[config.mk]
export PLATFORM = sky130hd
export DESIGN_NAME = vdom_guard
export DESIGN_NICKNAME = d
export VERILOG_FILES = /design/src/rtl/vdom_pkg.sv /design/src/rtl/vdom_key_fsm.sv /design/src/rtl/vdom_domain_bank.sv /design/src/rtl/vdom_guard.sv
export SDC_FILE = /design/constraint.sdc
export NUM_CORES = 1
export LEC_CHECK = 0
export ABC_CLOCK_PERIOD_IN_PS = 2600
export CORE_MARGIN = 2
export CORE_UTILIZATION = 36
export CTS_BUF_LIST = sky130_fd_sc_hd__clkbuf_8
export DETAILED_ROUTE_END_ITERATION = 12
export GPL_ROUTABILITY_DRIVEN = 0
export GPL_TIMING_DRIVEN = 0
export PLACE_DENSITY = 0.83
export RECOVER_POWER = 100
export SLEW_MARGIN = 20
export SYNTH_ARGS = -nofsm -noshare
export SYNTH_HDL_FRONTEND = slang
export SYNTH_SLANG_ARGS = --single-unit
[constraint.sdc]
create_clock -name clk -period 2.6 [get_ports clk]
set_clock_uncertainty 0.1 [all_clocks]
set_input_delay 0.78 -clock clk [delete_from_list [all_inputs] [get_ports clk]]
set_output_delay 0.78 -clock clk [all_outputs]
set_load 0.05 [all_outputs]
[src/rtl/vdom_pkg.sv]
package vdom_pkg;
  typedef enum logic [1:0] {
    GS_IDLE  = 2'd0,
    GS_HALF  = 2'd1,
    GS_ARMED = 2'd2
  } guard_state_t;

  localparam int EN_BIT = 2;
endpackage

[src/rtl/vdom_key_fsm.sv]
module vdom_key_fsm
  import vdom_pkg::*;
#(
  parameter int DATA_W = 32,
  parameter logic [DATA_W-1:0] KEY_A = 32'h0000_BABA,
  parameter logic [DATA_W-1:0] KEY_B = 32'h0000_EB10
) (
  input  logic              clk,
  input  logic              rst_n,
  input  logic              key_a_wr,
  input  logic              key_b_wr,
  input  logic              bank_acc,
  input  logic              other_acc,
  input  logic [DATA_W-1:0] wdata,
  output logic              armed
);
  guard_state_t state_q, state_d;

  always_comb begin
    state_d = state_q;
    if (key_a_wr)
      state_d = (wdata == KEY_A) ? GS_HALF : GS_IDLE;
    else if (key_b_wr)
      state_d = (state_q == GS_HALF && wdata == KEY_B) ? GS_ARMED : GS_IDLE;
    else if (bank_acc)
      state_d = GS_IDLE;
    else if (other_acc && state_q == GS_HALF)
      state_d = GS_IDLE;
  end

  always_ff @(posedge clk) begin
    if (!rst_n) state_q <= GS_IDLE;
    else        state_q <= state_d;
  end

  assign armed = (state_q == GS_ARMED);


  one_shot_chk: assert property (@(posedge clk) disable iff (!rst_n)
    (armed && bank_acc) |=> !armed);


  key_order_chk: assert property (@(posedge clk) disable iff (!rst_n)
    (key_b_wr && state_q != GS_HALF) |=> !armed);


  stray_drop_chk: assert property (@(posedge clk) disable iff (!rst_n)
    (state_q == GS_HALF && other_acc) |=> state_q == GS_IDLE);
endmodule

[src/rtl/vdom_domain_bank.sv]
module vdom_domain_bank #(
  parameter int N_DOM = 12,
  localparam int IDX_W = (N_DOM > 1) ? $clog2(N_DOM) : 1
) (
  input  logic             clk,
  input  logic             rst_n,
  input  logic             wr_stb,
  input  logic [IDX_W-1:0] idx,
  input  logic             wbit,
  output logic [N_DOM-1:0] en
);
  for (genvar i = 0; i < N_DOM; i++) begin : g_dom
    always_ff @(posedge clk) begin
      if (!rst_n)
        en[i] <= 1'b0;
      else if (wr_stb && idx == IDX_W'(i))
        en[i] <= wbit;
    end
  end
endmodule

[src/rtl/vdom_guard.sv]
module vdom_guard
  import vdom_pkg::*;
#(
  parameter int ADDR_W = 12,
  parameter int DATA_W = 32,
  parameter int N_DOM  = 12,
  parameter logic [ADDR_W-1:0] KEY_A_ADDR = 12'h050,
  parameter logic [ADDR_W-1:0] KEY_B_ADDR = 12'h054,
  parameter logic [ADDR_W-1:0] BANK_BASE  = 12'h800
) (
  input  logic              clk,
  input  logic              rst_n,
  input  logic [ADDR_W-1:0] addr,
  input  logic              wr_en,
  input  logic              rd_en,
  input  logic [DATA_W-1:0] wdata,
  output logic [DATA_W-1:0] rdata,
  output logic              err,
  output logic [N_DOM-1:0]  vdd18_en
);
  localparam int IDX_W = (N_DOM > 1) ? $clog2(N_DOM) : 1;
  localparam logic [ADDR_W:0] BANK_END = {1'b0, BANK_BASE} + (ADDR_W+1)'(4 * N_DOM);

  logic              acc, bank_hit, bank_acc, key_a_wr, key_b_wr, other_acc;
  logic              armed, grant, rd_only;
  logic [ADDR_W-1:0] off;
  logic [IDX_W-1:0]  idx;

  assign acc      = wr_en | rd_en;
  assign rd_only  = rd_en & ~wr_en;
  assign bank_hit = (addr >= BANK_BASE) && ({1'b0, addr} < BANK_END);
  assign off      = addr - BANK_BASE;
  assign idx      = off[IDX_W+1:2];
  assign bank_acc = acc && bank_hit;
  assign key_a_wr = wr_en && addr == KEY_A_ADDR;
  assign key_b_wr = wr_en && addr == KEY_B_ADDR;
  assign other_acc = acc && !bank_hit && !key_a_wr && !key_b_wr;
  assign grant    = bank_acc && armed;

  vdom_key_fsm #(.DATA_W(DATA_W)) u_keys (
    .clk      (clk),
    .rst_n    (rst_n),
    .key_a_wr (key_a_wr),
    .key_b_wr (key_b_wr),
    .bank_acc (bank_acc),
    .other_acc(other_acc),
    .wdata    (wdata),
    .armed    (armed)
  );

  vdom_domain_bank #(.N_DOM(N_DOM)) u_bank (
    .clk   (clk),
    .rst_n (rst_n),
    .wr_stb(grant && wr_en),
    .idx   (idx),
    .wbit  (wdata[EN_BIT]),
    .en    (vdd18_en)
  );

  always_ff @(posedge clk) begin
    if (!rst_n) begin
      rdata <= '0;
      err   <= 1'b0;
    end else begin
      rdata <= '0;
      if (grant && rd_only)
        rdata[EN_BIT] <= vdd18_en[idx];
      err <= bank_acc && !armed;
    end
  end


  rsvd_zero_chk: assert property (@(posedge clk) disable iff (!rst_n)
    (rdata & ~(DATA_W'(1) << EN_BIT)) == '0);


  locked_hold_chk: assert property (@(posedge clk) disable iff (!rst_n)
    (bank_acc && !armed) |=> $stable(vdd18_en));


  err_cause_chk: assert property (@(posedge clk) disable iff (!rst_n)
    err |-> $past(bank_acc));


  stay_armed_chk: assert property (@(posedge clk) disable iff (!rst_n)
    (armed && other_acc) |=> armed);
endmodule

==> results_dict.tcl <==
set metrics [dict create \
    status "complete, no violations" \
    fmax_mhz 398 \
    finalNetCount 296 \
    maxSlewViolCount 0 \
    root_buffer "clkbuf_8" \
    ys_seq_area_share_pct 24.7 \
    io_pins 93 \
    hp-class "reg2reg" \
    numClockSinks 16 \
    worst_slew_pin_slew_ns 0.555 \
    critical_path_required_ns 2.63 \
    die_x_microns 64.0 \
    insertion_delay_ns 0.25 \
    setup_viol_count_final 0 \
    hpwl_mm 2.87 \
    p_leak_uw 0.000902 \
    path_class "in2reg" \
    first_global_vias 1278 \
    place_ws_ns -0.196 \
    clock_path_buffers 2 \
    detail_route.first_pass.iterations 4 \
    antenna_found_initial 0 \
    synth_cell_types 39 \
    coreArea_sq_um 3390 \
    rsz0062_at_grt "no" \
    drive_gt1_share_pct 19.1 \
    vias 1365 \
    final_hold_viol_count 0 \
    synth_cells 155 \
    wl_per_cell_microns 11.8 \
    arrival_ns 2.55 \
    die_y_microns 64.0 \
    post-route-period-util_pct 96.7 \
    start_util_pct 38.3 \
    htreeDepth 1 \
    finalPower_uw 672 \
    io_buffers 57 \
    clkTransAtPathRegs_ns 0.05 \
    worst_setup_path_end_kind "flop" \
    track_usage_pct 17.7 \
    slew_headroom_pct 62.9 \
    synth_area_per_cell_sq_um 8.37 \
    wl_mm 3.46 \
    grt_pass1_wl_mm 5.70 \
    ant_nets 0 \
    cp-start-kind "input pin" \
    max-cap-violations 0 \
    synth_warnings 0 \
    cts_made_buffers 3 \
    fin_crit_ns 2.51 \
    postLayoutCoreUtil_pct 61.6 \
    drt_iter0_drc 44 \
    path_max_fanout 7 \
    p_per_area_nw_per_um2 322 \
    syn_to_final_growth_pct 61.0 \
    vias_per_cell 4.67 \
    finalWorstSetupSlack_ns 0.0864 \
    cts_tree "done" \
    synth_seq_cells 16 \
    syn_area_sq_um 1300 \
    rows 21 \
    grt-ovfl-total 0 \
    die_area_sq_um 4100 \
    vdd_drop_max_uv 186 \
    route.detailed.drc 0 \
    grt_max_degree 11 \
    n_antenna_cell 0 \
]
[synthesized netlist by cell type]
cell type / n / area (sq um)
a21oi_1: 8 / 40.0
and3_1: 4 / 25.0
and3_2: 1 / 7.51
and3b_1: 1 / 8.76
and4_1: 2 / 17.5
and4_2: 1 / 10.0
and4bb_2: 1 / 12.5
buf_2: 1 / 5.00
buf_4: 31 / 233
clkbuf_1: 6 / 22.5
clkinv_1: 1 / 3.75
conb_1: 1 / 3.75
dfxtp_1: 16 / 320
inv_1: 2 / 7.51
mux2i_1: 5 / 50.1
mux4_2: 3 / 67.6
nand2_1: 13 / 48.8
nand2b_1: 2 / 12.5
nand3_1: 4 / 20.0
nand3_4: 1 / 17.5
nand3b_1: 1 / 7.51
nand4_1: 11 / 68.8
nand4b_1: 1 / 8.76
nand4bb_1: 1 / 11.3
nor2_1: 2 / 7.51
nor2b_1: 5 / 31.3
nor3b_1: 1 / 7.51
nor4_1: 8 / 50.1
nor4_4: 1 / 21.3
nor4b_1: 2 / 17.5
nor4b_2: 1 / 15.0
nor4bb_1: 1 / 10.0
o211ai_1: 1 / 7.51
o21a_1: 1 / 7.51
o21ai_0: 7 / 35.0
o31ai_1: 4 / 30.0
or3b_2: 1 / 8.76
or4_1: 1 / 7.51
or4_4: 1 / 11.3
[power by group]
| group | internal (uW) | switching (uW) | leakage (uW) | total (uW) |
|---|---|---|---|---|
| clock | 103 | 78.6 | 0.0000216 | 181 |
| combinational | 102 | 144 | 0.000752 | 246 |
| sequential | 245 | 0.0123 | 0.000129 | 245 |
| total | 450 | 222 | 0.000902 | 672 |
[worst paths after layout]
check	from	to	slack (ns)	depth (start not counted)
setup / recovery	addr[9]	u_bank.en[5]	0.09	6
hold / removal	u_bank.en[4]	u_bank.en[4]	0.38	2
setup reg to reg	u_keys.state_q[0]	u_bank.en[8]	0.98	4
hold reg to reg	u_bank.en[4]	u_bank.en[4]	0.38	2
[worst max-delay path, cell delays in order]
cell and delay (ns):
clkdlybuf4s50_1 0.45, nor4_4 0.35, buf_4 0.19, nand3_4 0.10, or4_4 0.54, mux2i_1 0.13
[stage by stage]
stage,setup TNS (ns),cell area [sq um],hold WS [ns],std cells
6_report,0,2090,0.376,292
5_1_grt,0,2090,0.424,292
2_1_floorplan,0,1410,0.381,185
3_5_place_dp,-0.895,2040,0.377,288
3_3_place_gp,-0.363,2040,0.370,288
4_1_cts,0,2080,0.389,291
[cell families (layout without fill, tap and decap cells)]
| logic type | count (synthesis) | count (layout) | share of synthesized area, % |
|---|---|---|---|
| and+or+nand+nor | 68 | 68 | 35.8 |
| buffers and inverters | 41 | 102 | 20.9 |
| AOI/OAI and AO/OA | 21 | 21 | 9.26 |
| DFF | 16 | 16 | 24.7 |
| muxes | 8 | 8 | 9.06 |
| other | 1 | 31 | 0.289 |
[flip-flops by register name (all words and copies together), names as in the netlist]
register / count
rdata: 1
u_bank.en: 12
u_keys.state_q: 2
err: 1
[per-layer routing]
| metal | vias up | share of wire, % | GRT usage [%] |
|---|---|---|---|
| li1 | 701 | - | - |
| met1 | 597 | 40 | 21.0 |
| met2 | 60 | 50 | 31.1 |
| met3 | 7 | 8.6 | 4.40 |
| met4 | 0 | 1.5 | 5.16 |
| met5 | - | 0 | 0 |
[area by class of cell]
class / instances / area, sq um
fillers: 302 / 1300
multi-input cells: 128 / 818
repair buffers: 58 / 581
flip-flops and latches: 16 / 320
plain buffers: 38 / 260
well taps: 46 / 57.6
clock buffers: 3 / 41.3
inverters: 3 / 11.3
[layout by cell type (no fill, tap or decap), types with 2 or more instances in the layout]
cell type	count
nor2_1	2
o31ai_1	4
conb_1	31
nand4_1	11
o21ai_0	7
nor4b_1	2
clkbuf_8	3
mux2i_1	5
a21oi_1	8
clkdlybuf4s50_1	41
and3_1	4
dfxtp_1	16
buf_4	32
nand3_1	4
nand2_1	13
nor2b_1	5
mux4_2	3
clkbuf_1	6
nor4_1	8
inv_1	2
nand2b_1	2
dlygate4sd3_1	15
and4_1	2
[timing repair]
action | CTS | global route
endpoints found under the setup margin | 0 | 1
hold endpoints to repair | 0 | 0
resized for setup | 0 | 1
setup buffers | 0 | 1
hold buffers | 0 | 0
Note: power is estimated with default switching activity, not from simulation.
